`src/rtl/pulse_level_classifier.sv`:
```
module pulse_level_classifier #(
  parameter int MID_MIN  = 150,
  parameter int HIGH_MIN = 300,
  parameter int BLOW_MIN = 1000,
  parameter int GAP_HIGH = 300,
  parameter int GAP_MID  = 50
) (
  input  logic clk,
  input  logic rst_n,
  input  logic cmp_mid,
  input  logic cmp_high,
  output logic ev_mid,
  output logic ev_high,
  output logic ev_blow,
  output logic err
);
  localparam int GAP_MAX = (GAP_HIGH > GAP_MID) ? GAP_HIGH : GAP_MID;
  localparam int DW = $clog2(BLOW_MIN + 1);
  localparam int GW = $clog2(GAP_MAX + 1);

  logic [1:0] sm, sh;
  logic [2:0] wm, wh;
  logic in_pulse, early, saw_high, gap_hi;
  logic [DW-1:0] hi_cnt, md_cnt;
  logic [GW-1:0] low_cnt;

  always_ff @(posedge clk or negedge rst_n)
    if (!rst_n) begin
      sm <= '0; sh <= '0; wm <= '0; wh <= '0;
    end else begin
      sm <= {sm[0], cmp_mid};
      sh <= {sh[0], cmp_high};
      wm <= {wm[1:0], sm[1]};
      wh <= {wh[1:0], sh[1]};
    end

  wire f_mid  = (wm[0] & wm[1]) | (wm[0] & wm[2]) | (wm[1] & wm[2]);
  wire f_high = (wh[0] & wh[1]) | (wh[0] & wh[2]) | (wh[1] & wh[2]);
  wire at_high = f_high;
  wire at_mid  = f_mid & ~f_high;
  wire at_low  = ~f_mid & ~f_high;

  wire gap_ok = gap_hi ? (low_cnt >= GW'(GAP_HIGH)) : (low_cnt >= GW'(GAP_MID));

  always_ff @(posedge clk or negedge rst_n)
    if (!rst_n) begin
      in_pulse <= 1'b0; early <= 1'b0; saw_high <= 1'b0; gap_hi <= 1'b0;
      hi_cnt <= '0; md_cnt <= '0; low_cnt <= GW'(GAP_MAX);
      ev_mid <= 1'b0; ev_high <= 1'b0; ev_blow <= 1'b0; err <= 1'b0;
    end else begin
      ev_mid <= 1'b0; ev_high <= 1'b0; ev_blow <= 1'b0;
      if (!in_pulse) begin
        if (at_low) begin
          if (low_cnt != GW'(GAP_MAX)) low_cnt <= low_cnt + 1'b1;
        end else begin
          in_pulse <= 1'b1;
          early    <= ~gap_ok;
          saw_high <= at_high;
          hi_cnt   <= at_high ? DW'(1) : '0;
          md_cnt   <= at_mid  ? DW'(1) : '0;
        end
      end else if (at_low) begin
        in_pulse <= 1'b0;
        low_cnt  <= GW'(1);
        gap_hi   <= saw_high;
        if (early) err <= 1'b1;
        else if (saw_high) begin
          if (hi_cnt >= DW'(BLOW_MIN))      ev_blow <= 1'b1;
          else if (hi_cnt >= DW'(HIGH_MIN)) ev_high <= 1'b1;
          else                              err <= 1'b1;
        end else begin
          if (md_cnt >= DW'(MID_MIN)) ev_mid <= 1'b1;
          else                        err <= 1'b1;
        end
      end else begin
        if (at_high) begin
          saw_high <= 1'b1;
          if (hi_cnt != DW'(BLOW_MIN)) hi_cnt <= hi_cnt + 1'b1;
        end
        if (at_mid && md_cnt != DW'(BLOW_MIN)) md_cnt <= md_cnt + 1'b1;
      end
    end
endmodule

```
`config.mk`:
```
export PLATFORM = sky130hd
export DESIGN_NAME = pulse_level_classifier
export DESIGN_NICKNAME = d
export VERILOG_FILES = /design/src/rtl/pulse_level_classifier.sv
export SDC_FILE = /design/constraint.sdc
export NUM_CORES = 1
export LEC_CHECK = 0
export BUFFER_PORTS_ARGS = -buffer_cell sky130_fd_sc_hd__buf_2
export CORE_MARGIN = 5
export CORE_UTILIZATION = 29
export DETAILED_ROUTE_END_ITERATION = 12
export SYNTH_ARGS = -nofsm -noshare
export SYNTH_HDL_FRONTEND = slang
export SYNTH_SLANG_ARGS = --single-unit
export TNS_END_PERCENT = 30
```
`constraint.sdc`:
```
create_clock -name clk -period 2.4 [get_ports clk]
set_input_delay 0.48 -clock clk [delete_from_list [all_inputs] [get_ports clk]]
set_output_delay 0.48 -clock clk [all_outputs]
set_load 0.02 [all_outputs]
```
==> key figures, run 1 <==
Worst setup path
  • Crit-path max FO: 24
  • Slowest CP cell: maj3_2
  • R2r setup slk: roughly 0.4 ns
  • Crit start category: register
  • Crit path DAT: between 2 and 2.5 ns
  • Crit end category: register
  • Worst EP required: approximately 2.6 ns
  • Worst-case reg-to-reg path depth: 5
  • Worst r2r src: wh[0]
  • CP peak stage delay: 0.52 ns
  • Worst path cell trace: maj3_2, nor2_8, inv_4, or4_1, a21oi_1
  • Worst R2R End: low_cnt[3]
  • Worst setup path category: register to register

Synthesis
  • Top post-synthesis cells by area: dfrtp_1 (44%), dfstp_2 (4.3%), ha_1 (3.6%)
  • Multiplexer share of the synthesized area: 1.676%
  • Synth warnings: 0
  • Compound-gate portion of the synthesized area: ~14%
  • Syn Area/Cell: 10.18 um2
  • Mapped Nets: between 200 and 300
  • Synth Area in Adders: approximately 4.5%
  • Post-synthesis sequential area ratio: 47.94%
  • FF+latch count, synth: between 40 and 50
  • Post-synth EDFFs: 0
  • Leading area contributor after synthesis: dfrtp_1
  • Synth unique cells: 54
  • Ys flop type: dfrtp_1
  • Synth Cell Area: 0.002464 mm2
  • Largest family of logic cells by synthesized area: simple AND/OR/NAND/NOR gates
  • Mapped Cells: around 240
  • Synth async-reset ratio: 100.0%
  • XOR/XNOR Fraction of Synth Area: approximately 3.6%
  • Simple-Gate Fraction of Synth Area: about a quarter
  • Share of the synthesized area in the top cell type: around 44%

Die
  • Chip width: about 100 um
  • CORE AREA: ~0.0083 mm2
  • Initial core utilization: around 30%
  • Die Ht: approximately 100 um
  • # rows: 33
  • Full die area: around 0.010 mm2
  • Total I/O pin count: 8

GRT
  • First-pass GRT wire length: ~8600 um
  • Total GRT Usage: between 10% and 20%
  • Initial antenna violation count: 0
  • Largest net degree at the start of global routing: 48
  • Vias in the first global route: 1774
  • Total congestion overflow: 0

Power
  • LEAKAGE: around 1.1 nW
  • Power Density: 679.7 mW/mm2
  • VDD IR max: between 0.0003 and 0.0004 V

Clock tree
  • Htree depth: 2
  • Longest Clk Path Bufs: 2
  • Post-cts sizing count: 0
  • CTS root buf: clkbuf_8
  • Worst-Skew Late Latency: around 0.3 ns
  • TritonCTS clock tree: built
  • Clk pin slew, worst setup/hold paths: 0.09 ns
  • CTS Sinks: between 40 and 50
  • Cts bufs inserted: 5
  • Hold buffer count at CTS: 0
  • Post-CTS setup buffer count: 0

STA
  • Max-slew violations: 0
  • Final Cycle Share: slightly above 80%
  • RSZ-0062 raised after global routing: false
  • Final Hold Fails: 0
  • Worst Skew: approximately 0.0072 ns
  • Final Setup Violations: 0
  • Fmax: between 500 and 600 MHz
  • Setup TNS: 0 ns
  • Slew @ Worst Pin: approximately 0.6 ns
  • Setup ws final: 0.4122 ns
  • Worst relative slew slack: around 60%
  • Min Tclk post-route: slightly below 2 ns

Place
  • Buffers on Ports: 7
  • DP HPWL: approximately 3500 um
  • Post-Place Worst Slack: around 0.44 ns
  • GP Congestion: roughly 0.83

Final layout
  • Layout cells sized above 1: between 10% and 20%
  • Fin nets: 263
  • Multi-input combinational cell area: between 0.001 and 0.0015 mm2
  • Most common cell after layout, fill and taps aside: dfrtp_1
  • Fillcell total: about 860
  • Layout overhead on the synthesized area: 10.92%
  • # diodes: 0
  • FF+latch area: between 0.001 and 0.0015 mm2
  • Commonest cells after routing, fill and taps aside: dfrtp_1 (43), nor2_1 (20), nand2_1 (18), inv_1 (10), nand3_1 (10)
  • Util after Layout: between 30% and 40%

Detailed routing
  • DR DRC count: 0
  • Vias per cell: 5.128
  • Routed WL per cell: 13.80 um
  • Vias: about 1800
  • Post-Route WL: around 5000 um
  • First-iteration detailed-routing DRC count: 84
  • DRT Pass-1 Iters: 4
  • DRT antenna net count: 0

Min path
  • Worst min path class: input pin to async pin

Run
  • # Max-Cap Violations: 0

Status
  • Status: complete, no violations
[worst max-delay path: cells and delay by family (launching register included)]
family / cells / cell delay (ns)
compound gates: 1 / 0.16
fa+ha+maj: 1 / 0.52
buf+inv: 1 / 0.10
flops: 1 / 0.39
simple gates: 2 / 0.76
[worst max-delay path by stage]
stage / startpoint / end / slack [ns] / depth (start not counted)
detailed placement: wh[0] / low_cnt[3] / 0.44 / 5
floorplan: wm[0] / low_cnt[3] / 0.68 / 6
global placement: wh[0] / low_cnt[3] / 0.46 / 5
finish: wh[0] / low_cnt[3] / 0.41 / 5
global route: wh[0] / low_cnt[6] / 0.28 / 5
CTS: wh[0] / low_cnt[3] / 0.41 / 5
[layout make-up]
type / count / area share (%)
multi-input combinational: 173 / 43.18
sequential: 47 / 43.22
clock buffer: 5 / 2.518
timing repair buffer: 13 / 2.930
inverter: 12 / 1.740
clock inverter: 3 / 1.603
tap: 105 / 4.808
[layer usage]
| layer | vias to the layer above | routed length, um | GRT usage, % |
|---|---|---|---|
| met5 | - | 0 | 0 |
| met4 | 0 | 31 | 2.825 |
| met3 | 4 | 97 | 2.321 |
| met2 | 18 | 2401 | 16.69 |
| met1 | 900 | 2408 | 13.46 |
| li1 | 914 | - | - |
[Yosys cell counts (all sizes together) (3+ instances only)]
master	instances
a21oi	6
or4	5
nand2b	3
mux2i	3
xor2	7
xnor2	3
inv	11
nand4	7
nor4	8
clkbuf	6
buf	4
dfrtp	43
dfstp	4
and3	5
o31ai	7
o21a	4
and4	4
nand3	10
nor2	21
nand2	18
or3	3
nor3	3
ha	7
and2	4
o21ai	10
o31a	4
[cells by family after synthesis]
family                     Yosys count
DFF                                 47
muxes                                4
xor gates and xnor gates            10
buffers and inverters               22
adders and majority gates            9
AOI/OAI and AO/OA                   48
and+or+nand+nor                    102
[flip-flops by register name, summed over array words and instances (netlist names), 2 cells and up]
register	flops
sm	2
wh	3
wm	3
sh	2
low_cnt	9
hi_cnt	10
md_cnt	10
[per-stage QoR]
| step | power [mW] | instances | area (um2) | hold slack, ns |
|---|---|---|---|---|
| floorplan | 1.199 | 242 | 2464 | 0.1844 |
| finish | 1.857 | 358 | 2733 | 0.2556 |
| global route | 1.973 | 358 | 2733 | 0.2715 |
| detailed placement | 1.295 | 350 | 2620 | 0.3364 |
| CTS | 1.885 | 358 | 2733 | 0.2659 |
| global placement | 1.288 | 350 | 2620 | 0.3336 |
[where the power goes]
| part | switching, mW | total [mW] | internal [mW] |
|---|---|---|---|
| combinational | 0.169 | 0.289 | 0.120 |
| clock | 0.271 | 0.581 | 0.310 |
| sequential | 0.107 | 0.988 | 0.881 |
| total | 0.547 | 1.86 | 1.31 |
(Power assumes the default switching activity.)
==> inputs of run 2 (changes only) <==
==> constraint.sdc (replaced) <==
create_clock -name clk -period 1.7 [get_ports clk]
set_input_delay 0.34 -clock clk [delete_from_list [all_inputs] [get_ports clk]]
set_output_delay 0.34 -clock clk [all_outputs]
set_load 0.02 [all_outputs]
==> run 2 against run 1 <==
The run now ends with negative setup slack left. Flip-flop and latch count unchanged. Critical path depth decreased by 1. Global-route usage increased by 0.53 points. Final area increased by 11%. Critical endpoint is now md_cnt[0].
==> key figures, run 2 (synthesized netlist as in run 1, its figures left out) <==
Final layout
  • Largest regs: hi_cnt (10), md_cnt (10), low_cnt (9)
  • Most common cell after layout, fill and taps aside: dfrtp_1
  • Util after Layout: about 37%
  • Fillcell total: between 800 and 900
  • Commonest cells after routing, fill and taps aside: dfrtp_1 (43), buf_4 (34), nor2_1 (19), nand2_1 (18)
  • Layout cells sized above 1: 25.09%
  • Fin nets: about 290
  • # diodes: 0
  • Layout overhead on the synthesized area: 23.51%

Worst setup path
  • Crit-path max FO: 8
  • Worst EP required: roughly 1.9 ns
  • Worst setup path category: register to register
  • Delay-heaviest family, CP: compound AO/OA/AOI/OAI gates
  • Crit path DAT: between 1.5 and 2 ns
  • Crit end category: register
  • Crit start category: register
  • Critical path buffers and inverters: 0
  • Slowest CP cell: maj3_2
  • Worst path cell trace: maj3_2, a32o_2, or2_1, o31a_1
  • CP peak stage delay: 0.41 ns

Detailed routing
  • Vias per cell: just over 5
  • DRT antenna net count: 0
  • First-iteration detailed-routing DRC count: 98
  • DR DRC count: 0
  • Post-Route WL: 5321 um
  • Vias: roughly 2000
  • DRT Pass-1 Iters: 4
  • Routed WL per cell: between 10 and 15 um

Clock tree
  • CTS Sinks: 47
  • TritonCTS clock tree: built
  • Htree depth: 2
  • CTS root buf: clkbuf_8
  • Clk pin slew, worst setup/hold paths: 0.09 ns
  • Longest Clk Path Bufs: 2
  • Cts bufs inserted: 5
  • Worst-Skew Late Latency: around 0.29 ns

Die
  • Initial core utilization: 29.83%
  • Full die area: about 0.010 mm2
  • Die Ht: between 100 and 150 um
  • CORE AREA: approximately 0.0083 mm2
  • # rows: 33
  • Chip width: approximately 100 um
  • Total I/O pin count: 8

GRT
  • Total GRT Usage: 10.69%
  • First-pass GRT wire length: 8990 um
  • Vias in the first global route: ~1900
  • Total congestion overflow: 0
  • Initial antenna violation count: 0
  • Largest net degree at the start of global routing: 32

Power
  • LEAKAGE: approximately 1.3 nW
  • Power Density: 960.2 mW/mm2
  • VDD IR max: around 0.00042 V

STA
  • Worst Skew: approximately 0.0045 ns
  • Fmax: 581.1 MHz
  • Final Cycle Share: 101.2%
  • Final Hold Fails: 0
  • Max-slew violations: 0
  • Setup ws final: -0.02092 ns
  • RSZ-0062 raised after global routing: true
  • Min Tclk post-route: between 1.5 and 2 ns
  • Setup TNS: -0.02092 ns
  • Slew @ Worst Pin: 0.4207 ns
  • Final Setup Violations: 1
  • Worst relative slew slack: approximately 70%

Status
  • Violated checks: negative setup slack
  • Status: finished with violations

Run
  • # Max-Cap Violations: 0

Min path
  • Worst min path class: input pin to register

Place
  • Buffers on Ports: 7
  • GP Congestion: roughly 0.86
  • DP HPWL: 3851 um
## run 2: changes by cell type in the layout (fill, tap and decap cells not counted), sizes merged
cell         before  now
buf              13   42
dlygate4sd3       0    1
bufinv            1    2
clkbuf            5    6
clkinv            3    1
## run 2: repair_timing
item | CTS | global route
gates resized for setup | 3 | 10
setup buffers | 0 | 1
hold buffers | 1 | 0
endpoints found under the setup margin | 5 | 17
pin swaps | 2 | 4
cloned | 0 | 0
hold endpoints to repair | 16 | 0
## run 2: worst paths after layout
path	startpoint	to	slack [ns]	cells after the start
setup / recovery	wh[0]	md_cnt[0]	-0.02	4
hold / removal	cmp_mid	sm[0]	0.15	1
setup reg to reg	wh[0]	md_cnt[0]	-0.02	4
hold reg to reg	sh[1]	wh[0]	0.35	0
max in group asynchronous	rst_n	low_cnt[5]	0.61	3
min in group asynchronous	rst_n	md_cnt[2]	0.51	2
## run 2: area by class of cell
class                           count  area (um2)  share of cell area [%]
Clock buffer                        6       72.57                   2.385
Clock inverter                      2       60.06                   1.974
Inverter                           12       47.55                   1.562
Multi-Input combinational cell    173        1230                   40.42
Sequential cell                    47        1181                   38.82
Tap cell                          105       131.4                   4.317
Timing Repair Buffer               43       320.3                   10.53
## run 2: layer usage
layer	GRT usage (%)	wire, um	up-vias
li1	-	-	972
met1	14.85	2681	968
met2	17.29	2469	20
met3	2.048	131	4
met4	2.523	38	0
met5	0	0	-
## run 2: metrics by stage
step           hold slack [ns]  cell area [um2]  instances  worst slack [ns]  power, mW
2_1_floorplan          0.04441             2464        242          -0.02028      1.693
3_3_place_gp            0.3074             2843        378         -0.003366      1.938
3_5_place_dp            0.3092             2843        378          -0.03232      1.955
4_1_cts                 0.1379             2995        387          -0.03990      2.938
5_1_grt                 0.1391             3043        388           -0.1000      3.088
6_report                0.1472             3043        388          -0.02092      2.922
## run 2: report_power, final
part | internal [mW] | total [mW] | switching, mW
logic | 0.288 | 0.606 | 0.318
registers | 1.24 | 1.35 | 0.105
clock network | 0.588 | 0.968 | 0.380
